===== src/rtl/cmp42_mult8.sv =====
module cmp42_mult8 #(
  parameter int IN_REG  = 1,
  parameter int OUT_REG = 1
) (
  input  logic        clk,
  input  logic        rst_n,
  input  logic [7:0]  a,
  input  logic [7:0]  b,
  output logic [15:0] p
);
  localparam int W   = 8;
  localparam int PW  = 2 * W;
  localparam int GR  = 4;
  localparam int GW  = W + 3;
  localparam int GLO = 2;
  localparam int GHI = W + 1;
  localparam int MLO = GR;
  localparam int MHI = GW + GR - 1;

  function automatic logic [1:0] c42_sc(input logic [3:0] x, input logic ci);
    logic t;
    t = ^x[2:0];
    return {(t & x[3]) | (t & ci) | (x[3] & ci), t ^ x[3] ^ ci};
  endfunction

  function automatic logic c42_co(input logic [2:0] x);
    return (x[0] & x[1]) | (x[0] & x[2]) | (x[1] & x[2]);
  endfunction

  logic [W-1:0] a_q, b_q;

  if (IN_REG != 0) begin : g_inreg
    always_ff @(posedge clk or negedge rst_n)
      if (!rst_n) begin
        a_q <= '0;
        b_q <= '0;
      end else begin
        a_q <= a;
        b_q <= b;
      end
  end else begin : g_inwire
    assign a_q = a;
    assign b_q = b;
  end

  logic [W-1:0] pp [W];
  for (genvar i = 0; i < W; i++) begin : g_pp
    assign pp[i] = a_q & {W{b_q[i]}};
  end

  logic [GW-1:0]    sr   [2];
  logic [GW-1:0]    cr   [2];
  logic [GHI:GLO]   gsum [2];
  logic [GHI:GLO]   gcar [2];
  logic [GHI-1:GLO] gco  [2];

  for (genvar g = 0; g < 2; g++) begin : g_grp
    for (genvar c = GLO; c <= GHI; c++) begin : g_col
      logic [3:0] x;
      logic       ci;
      for (genvar k = 0; k < GR; k++) begin : g_in
        if (c - k >= 0 && c - k < W) begin : g_bit
          assign x[k] = pp[GR*g+k][c-k];
        end else begin : g_zero
          assign x[k] = 1'b0;
        end
      end
      if (c == GLO) begin : g_ci0
        assign ci = 1'b0;
      end else begin : g_cin
        assign ci = gco[g][c-1];
      end
      assign {gcar[g][c], gsum[g][c]} = c42_sc(x, ci);
      if (c < GHI) begin : g_co
        assign gco[g][c] = c42_co(x[2:0]);
      end
    end
    assign sr[g] = {pp[GR*g+3][W-1], gsum[g], pp[GR*g][1], pp[GR*g][0]};
    assign cr[g] = {gcar[g], 1'b0, pp[GR*g+1][0], 1'b0};
  end

  logic [MHI:MLO]   msum, mcar;
  logic [MHI-1:MLO] mco;

  for (genvar c = MLO; c <= MHI; c++) begin : g_mrg
    logic [3:0] x;
    logic       ci;
    if (c < GW) begin : g_lo
      assign x[0] = sr[0][c];
      assign x[1] = cr[0][c];
    end else begin : g_lz
      assign x[0] = 1'b0;
      assign x[1] = 1'b0;
    end
    assign x[2] = sr[1][c-GR];
    assign x[3] = cr[1][c-GR];
    if (c == MLO) begin : g_ci0
      assign ci = 1'b0;
    end else begin : g_cin
      assign ci = mco[c-1];
    end
    assign {mcar[c], msum[c]} = c42_sc(x, ci);
    if (c < MHI) begin : g_co
      assign mco[c] = c42_co(x[2:0]);
    end
  end

  logic [PW-1:0] s2, c2, prod;
  assign s2   = {1'b0, msum, sr[0][GR-1:0]};
  assign c2   = {mcar, 1'b0, cr[0][GR-1:0]};
  assign prod = s2 + c2;

  if (OUT_REG != 0) begin : g_outreg
    always_ff @(posedge clk or negedge rst_n)
      if (!rst_n) p <= '0;
      else        p <= prod;
  end else begin : g_outwire
    assign p = prod;
  end
endmodule


===== config.mk =====
export PLATFORM = sky130hd
export DESIGN_NAME = cmp42_mult8
export DESIGN_NICKNAME = d
export VERILOG_FILES = /design/src/rtl/cmp42_mult8.sv
export SDC_FILE = /design/constraint.sdc
export NUM_CORES = 1
export LEC_CHECK = 0
export CORE_ASPECT_RATIO = 0.8
export CORE_MARGIN = 5
export CORE_UTILIZATION = 35
export CTS_BUF_LIST = sky130_fd_sc_hd__clkbuf_4 sky130_fd_sc_hd__clkbuf_8
export DETAILED_ROUTE_END_ITERATION = 10
export DONT_BUFFER_PORTS = 1
export GPL_ROUTABILITY_DRIVEN = 0
export PLACE_DENSITY_LB_ADDON = 0.12
export SLEW_MARGIN = 20
export SYNTH_ARGS = -nofsm -noshare
export SYNTH_HDL_FRONTEND = slang
export SYNTH_SLANG_ARGS = --single-unit

===== constraint.sdc =====
create_clock -name clk -period 11.1 [get_ports clk]
set_input_delay 2.775 -clock clk [delete_from_list [all_inputs] [get_ports clk]]
set_output_delay 2.775 -clock clk [all_outputs]
set_load 0.005 [all_outputs]

==> results of run 1 <==
==> cell families (layout without fill, tap and decap cells) <==
group                    count (synthesis)  count (layout)  synth area share (%)
AND/OR/NAND/NOR                         79              79                  17.9
adder cells (fa/ha/maj)                 56              56                  37.9
XOR/XNOR                                13              13                  4.38
AO/OA/AOI/OAI                           21              21                  5.29
flip-flops                              32              32                  30.8
buffers and inverters                   26              34                  3.75
==> worst max-delay path: cells and delay by family, from the launching register on <==
kind	cells	cell delay, ns
buffers and inverters	2	0.09
adder cells (fa/ha/maj)	5	2.39
AO/OA/AOI/OAI	3	0.70
XOR/XNOR	1	0.15
flip-flops	1	0.47
AND/OR/NAND/NOR	2	0.34
==> state kept, by name, summed over array words and instances (netlist names) <==
name  flops
p        16
b_q       8
a_q       8
==> placed cells by master (no fill, tap or decap) <==
cell type / n
a211oi_1: 1
a21boi_1: 1
a21o_1: 2
a21oi_1: 6
a311oi_1: 1
a31oi_1: 2
and2_1: 61
and3_1: 1
clkbuf_8: 6
clkinv_2: 2
dfrtp_1: 32
fa_1: 38
ha_1: 18
inv_1: 26
nand2_1: 10
nand3_1: 3
nand3_2: 1
nand4_1: 1
nor2_1: 2
o2111ai_1: 1
o21ai_0: 2
o21ai_1: 1
o21ai_2: 1
o21bai_1: 2
o31a_1: 1
xnor2_1: 6
xor2_1: 7
==> per-stage QoR <==
step           hold slack [ns]  area, um^2
6_report                 0.612        2810
5_1_grt                  0.691        2810
3_5_place_dp             0.597        2710
2_1_floorplan            0.530        2600
3_3_place_gp             0.611        2710
4_1_cts                  0.615        2810
==> worst max-delay path by stage <==
| stage | start | to | depth (start not counted) |
|---|---|---|---|
| finish | a_q[4] | p[13] | 13 |
| global route | b_q[4] | p[13] | 13 |
| CTS | b_q[4] | p[13] | 13 |
| detailed placement | b_q[4] | p[13] | 13 |
| global placement | a_q[4] | p[13] | 13 |
| floorplan | a_q[4] | p[13] | 13 |
==> layer usage <==
layer	vias up	part of all wire (%)
li1	727	-
met1	722	57
met2	32	39
met3	2	3.5
met4	0	0.53
met5	-	0
==> cell type report <==
cell class / instances / area (um^2)
Clock buffer: 6 / 82.6
Inverter: 26 / 97.6
Multi-Input combinational cell: 169 / 1700
Clock inverter: 2 / 10.0
Tap cell: 90 / 113
Fill cell: 730 / 4520
Sequential cell: 32 / 801
==> power by group through the flow <==
| stage | Combinational (mW) | Clock (mW) | Sequential, mW |
|---|---|---|---|
| final | 0.238 | 0.0928 | 0.163 |
| after global routing | 0.278 | 0.104 | 0.166 |
| after CTS | 0.242 | 0.0971 | 0.164 |
| after detailed placement | 0.241 | 0 | 0.166 |
| after global placement | 0.242 | 0 | 0.166 |
| after floorplan | 0.196 | 0 | 0.160 |
==> flow_metrics.env, run 1 <==
export IMPL_power_density_nw_per_um2=176
export IMPL_ys_top_cells_by_area="dfrtp_1 31%, fa_1 29%, and2_1 15%"
export IMPL_seq_area_frac_synth_pct=30.8
export IMPL_synthFlopType="dfrtp_1"
export IMPL_viasPerCell=4.56
export IMPL_power_share_sequential_pct=33.0
export IMPL_htreeDepth=2
export IMPL_clock_fmax_ghz=0.237
export IMPL_ioPinCount=34
export IMPL_power_mw=0.493
export IMPL_clk_pin_slew_ns=0.07
export IMPL_hpwl_mm=4.08
export IMPL_synth_cell_area_um2=2600
export IMPL_period_needed_ns=4.22
export IMPL_power_share_clock_pct=18.8
export IMPL_hold_class="reg -> reg"
export IMPL_drtIter0Drc=40
export IMPL_synth_edf_count=0
export IMPL_die_h_um=87.1
export IMPL_grt_pass1_wl_mm=8.72
export IMPL_irDropWorstVdd_uv=57.9
export IMPL_setup_viol_count_final=0
export IMPL_fin_ws_ns=6.88
export IMPL_p_leak_nw=1.33
export IMPL_crit_top_cell="fa_1"
export IMPL_area_growth_pct=7.89
export IMPL_clockRootBuffer="clkbuf_8"
export IMPL_relSlewSlack_pct=76.4
export IMPL_reg2reg_slack_ns=6.88
export IMPL_tightest_slew_ns=0.354
export IMPL_cts_resized=0
export IMPL_synth_nets=301
export IMPL_antenna_cells=0
export IMPL_hold_viol=0
export IMPL_rr_startpoint="a_q[4]"
export IMPL_yosysMostFrequentCell="and2_1"
export IMPL_syn_avg_cell_area_um2=11.5
export IMPL_grt_usage_pct=12.2
export IMPL_rsz0062_at_grt="false"
export IMPL_crit_fanout=8
export IMPL_finalClockSkew_ns=0.00572
export IMPL_fp_dieW_um=106
export IMPL_maxCapViolCount=0
export IMPL_cts_hold_buffers_added=0
export IMPL_switchingPower_mw=0.192
export IMPL_hp_start="a_q[0]"
export IMPL_core_area_um2=7320
export IMPL_synthCells=227
export IMPL_arrival_ns=4.43
export IMPL_drive_gt1_share_pct=4.26
export IMPL_internal_power_mw=0.301
export IMPL_ant_nets=0
export IMPL_clock_sinks=32
export IMPL_max_stage_delay_ns=0.54
export IMPL_r2r_end="p[13]"
export IMPL_dp_cells=317
export IMPL_hold_path_end="p[0]"
export IMPL_ys_seq_elements=32
export IMPL_synth_top_cell_by_area="dfrtp_1"
export IMPL_clk_latency_ns=0.28
export IMPL_pre_cts_ws_ns=6.87
export IMPL_cts_setup_buffers=0
export IMPL_ys_async_sr_fraction_pct=100
export IMPL_rr_worst_depth=13
export IMPL_wl_mm=5.07
export IMPL_utilization_pct=38.3
export IMPL_antenna_found_initial=0
export IMPL_crit_chain="and2_1 -> fa_1 -> fa_1 -> inv_1 -> fa_1 -> fa_1 -> inv_1 -> ha_1 -> nand4_1 -> o2111ai_1 -> a31oi_1 -> o21ai_1 -> xor2_1"
export IMPL_io_buffer_count=0
export IMPL_grt_pass1_vias=1671
export IMPL_grt_busiest_layer="met1"
export IMPL_combPwrFrac_pct=48.2
export IMPL_avgRoutedWirePerCell_um=15.6
export IMPL_start_util_pct=35.5
export IMPL_cp_required_ns=11.30
export IMPL_cts_buffer_depth=2
export IMPL_yosys_warnings=0
export IMPL_nNetsFinal=308
export IMPL_grt_max_degree=33
export IMPL_tns_ns=0
export IMPL_final_cell_count_no_fill=325
export IMPL_dieArea_um2=9260
export IMPL_vias=1483
export IMPL_drc=0
export IMPL_worstSetupStartpointType="flip-flop"
export IMPL_row_count=28
export IMPL_use_met2_pct=16.5
export IMPL_grt_overflow=0
export IMPL_final_max_slew_violation_count=0
export IMPL_drt_first_pass_iters=4
export IMPL_period_share_pct=38.0
export IMPL_endpoint_kind="flip-flop"
export IMPL_cts_tree="done"
export IMPL_yosysTopAreaCellShare_pct=30.8
export IMPL_yosysUniqueCellTypes=25
export IMPL_synth_common_cells="61 x and2_1, 38 x fa_1, 32 x dfrtp_1, 26 x inv_1, 18 x ha_1"
export IMPL_cp_slowest_cell="fa_1"
export IMPL_grtUsageMet1_pct=19.6
export IMPL_cts_buffers=5
export IMPL_sw_frac_of_total_pct=38.9
export IMPL_crit_type="reg -> reg"
export IMPL_grt_util_met3_pct=3.19
export IMPL_status="complete, no violations"
export IMPL_whs_path_depth=1
No activity file was read; power rests on OpenSTA's default activity.
==> run 2: changes to the inputs <==
Clock period 11.1 ns to 4.13 ns, I/O delays scaled along.
==> run 2 against run 1 <==
  * Combinational power grew to 3.4 times the previous value
  * First-iteration DRC count shrank 18%
  * Register-to-register slack lost 6.7 ns
==> flow_metrics.env, run 2 (synthesis results as in run 1) <==
export IMPL_antenna_found_initial=0
export IMPL_hold_class="in -> async"
export IMPL_period_needed_ns=3.96
export IMPL_clock_fmax_ghz=0.253
export IMPL_crit_type="reg -> reg"
export IMPL_switchingPower_mw=0.571
export IMPL_maxCapViolCount=0
export IMPL_period_share_pct=95.8
export IMPL_drtIter0Drc=33
export IMPL_grt_usage_pct=12.3
export IMPL_largest_reg_flops=16
export IMPL_io_buffer_count=0
export IMPL_power_share_sequential_pct=29.1
export IMPL_arrival_ns=4.12
export IMPL_setup_viol_count_final=0
export IMPL_dieArea_um2=9260
export IMPL_cts_buffers=5
export IMPL_place_area_um2=2770
export IMPL_clockRootBuffer="clkbuf_8"
export IMPL_ant_nets=0
export IMPL_top_layer="met4"
export IMPL_wl_met3_um=174
export IMPL_tightest_slew_ns=0.296
export IMPL_grt_max_degree=33
export IMPL_grt_pass1_vias=1734
export IMPL_start_util_pct=35.5
export IMPL_vias=1544
export IMPL_r2r_end="p[15]"
export IMPL_crit_fanout=4
export IMPL_reg_top3="p x16, a_q x8, b_q x8"
export IMPL_htreeDepth=2
export IMPL_drt_first_pass_iters=4
export IMPL_core_area_um2=7320
export IMPL_grt_overflow=0
export IMPL_status="complete, no violations"
export IMPL_cp_required_ns=4.30
export IMPL_worstSetupStartpointType="flip-flop"
export IMPL_internal_power_mw=0.920
export IMPL_multi_input_area_um2=1770
export IMPL_fin_area_um2=3020
export IMPL_regMostFlops="p"
export IMPL_endpoint_kind="flip-flop"
export IMPL_finalClockSkew_ns=0.00483
export IMPL_clock_sinks=32
export IMPL_clk_latency_ns=0.28
export IMPL_rr_startpoint="a_q[2]"
export IMPL_cts_hold_buffers_added=0
export IMPL_reg2reg_slack_ns=0.17
export IMPL_sw_frac_of_total_pct=38.3
export IMPL_dr_wl_met2_mm=2.06
export IMPL_ioPinCount=34
export IMPL_wl_mm=5.11
export IMPL_tns_ns=0
export IMPL_cts_tree="done"
export IMPL_hold_viol=0
export IMPL_rr_worst_depth=15
export IMPL_irDropWorstVdd_uv=197
export IMPL_antenna_cells=0
export IMPL_viasPerCell=4.50
export IMPL_hpwl_mm=4.10
export IMPL_final_cell_count_no_fill=343
export IMPL_m1WireLength_mm=2.83
export IMPL_layout_common_cells="60 x and2_1, 36 x fa_1, 26 x inv_1"
export IMPL_fillers=705
export IMPL_die_h_um=87.1
export IMPL_nNetsFinal=326
export IMPL_grt_pass1_wl_mm=8.86
export IMPL_clk_pin_slew_ns=0.07
export IMPL_row_count=28
export IMPL_fp_dieW_um=106
export IMPL_p_leak_nw=1.41
export IMPL_power_density_nw_per_um2=494
export IMPL_area_growth_pct=16.2
export IMPL_final_max_slew_violation_count=0
export IMPL_power_share_clock_pct=16.9
export IMPL_cts_buffer_depth=2
export IMPL_regArea_um2=811
export IMPL_drc=0
export IMPL_layout_commonest_cell="and2_1"
export IMPL_relSlewSlack_pct=80.3
export IMPL_drive_gt1_share_pct=18.6
export IMPL_avgRoutedWirePerCell_um=14.9
export IMPL_dp_cells=325
export IMPL_combPwrFrac_pct=54.0
-- run 2: cell count changes in the layout (fill, tap and decap cells not counted), sizes merged --
cell and delta:
buf +18
-- run 2: layer usage --
layer | global-route usage [%] | vias to the layer above
met5 | 0 | -
met4 | 3.41 | 0
met3 | 3.26 | 6
met2 | 17.3 | 33
met1 | 18.7 | 746
li1 | - | 759
-- run 2: stage by stage --
step | setup slack [ns] | power [mW] | hold WS (ns) | utilization, %
after floorplan | 0.205 | 0.957 | 0.530 | -
after global placement | 0.00685 | 1.13 | 0.615 | 37.9
after detailed placement | -0.00292 | 1.13 | 0.614 | 37.9
after CTS | 0.0262 | 1.41 | 0.422 | 39.2
after global routing | -0.00237 | 1.65 | 0.410 | 41.3
final | 0.174 | 1.49 | 0.436 | 41.3
-- run 2: worst max-delay path by stage --
stage,from,endpoint,slack [ns],depth (start not counted)
detailed placement,b_q[4],p[15],-0.003,13
floorplan,a_q[4],p[13],0.20,13
global placement,b_q[5],p[15],0.007,13
global route,a_q[2],p[13],-0.002,14
CTS,b_q[4],p[15],0.03,13
finish,a_q[2],p[15],0.17,15
-- run 2: area by class of cell --
cell class	instances	share of cell area, %
timing repair buffer	18	4.47
tap	90	3.73
multi-input combinational	169	58.7
clock buffer	6	2.73
clock inverter	2	0.331
sequential	32	26.8
inverter	26	3.23
-- run 2: what timing repair did --
action | CTS | global route
cloned | 0 | 0
buffers inserted | 0 | 10
setup endpoints to repair | 2 | 5
gates resized for setup | 1 | 18
pin swaps | 1 | 10
-- run 2: power groups by stage --
stage                     combinational [mW]  sequential (mW)  clock (mW)
after floorplan                        0.528            0.429           0
after global placement                 0.690            0.444           0
after detailed placement               0.687            0.444           0
after CTS                              0.699            0.438       0.269
after global routing                   0.918            0.442       0.288
final                                  0.805            0.434       0.252
-- run 2: worst max-delay path: stages, from the launching register on --
cell and delay (ns):
dfrtp_2 0.43, buf_4 0.14, and2_1 0.16, fa_2 0.35, fa_1 0.54, inv_1 0.05
fa_1 0.47, fa_1 0.54, inv_1 0.07, ha_4 0.22, buf_4 0.13, nand2_1 0.07
o2111ai_2 0.17, a311oi_2 0.26, o21bai_1 0.10, xor2_1 0.14
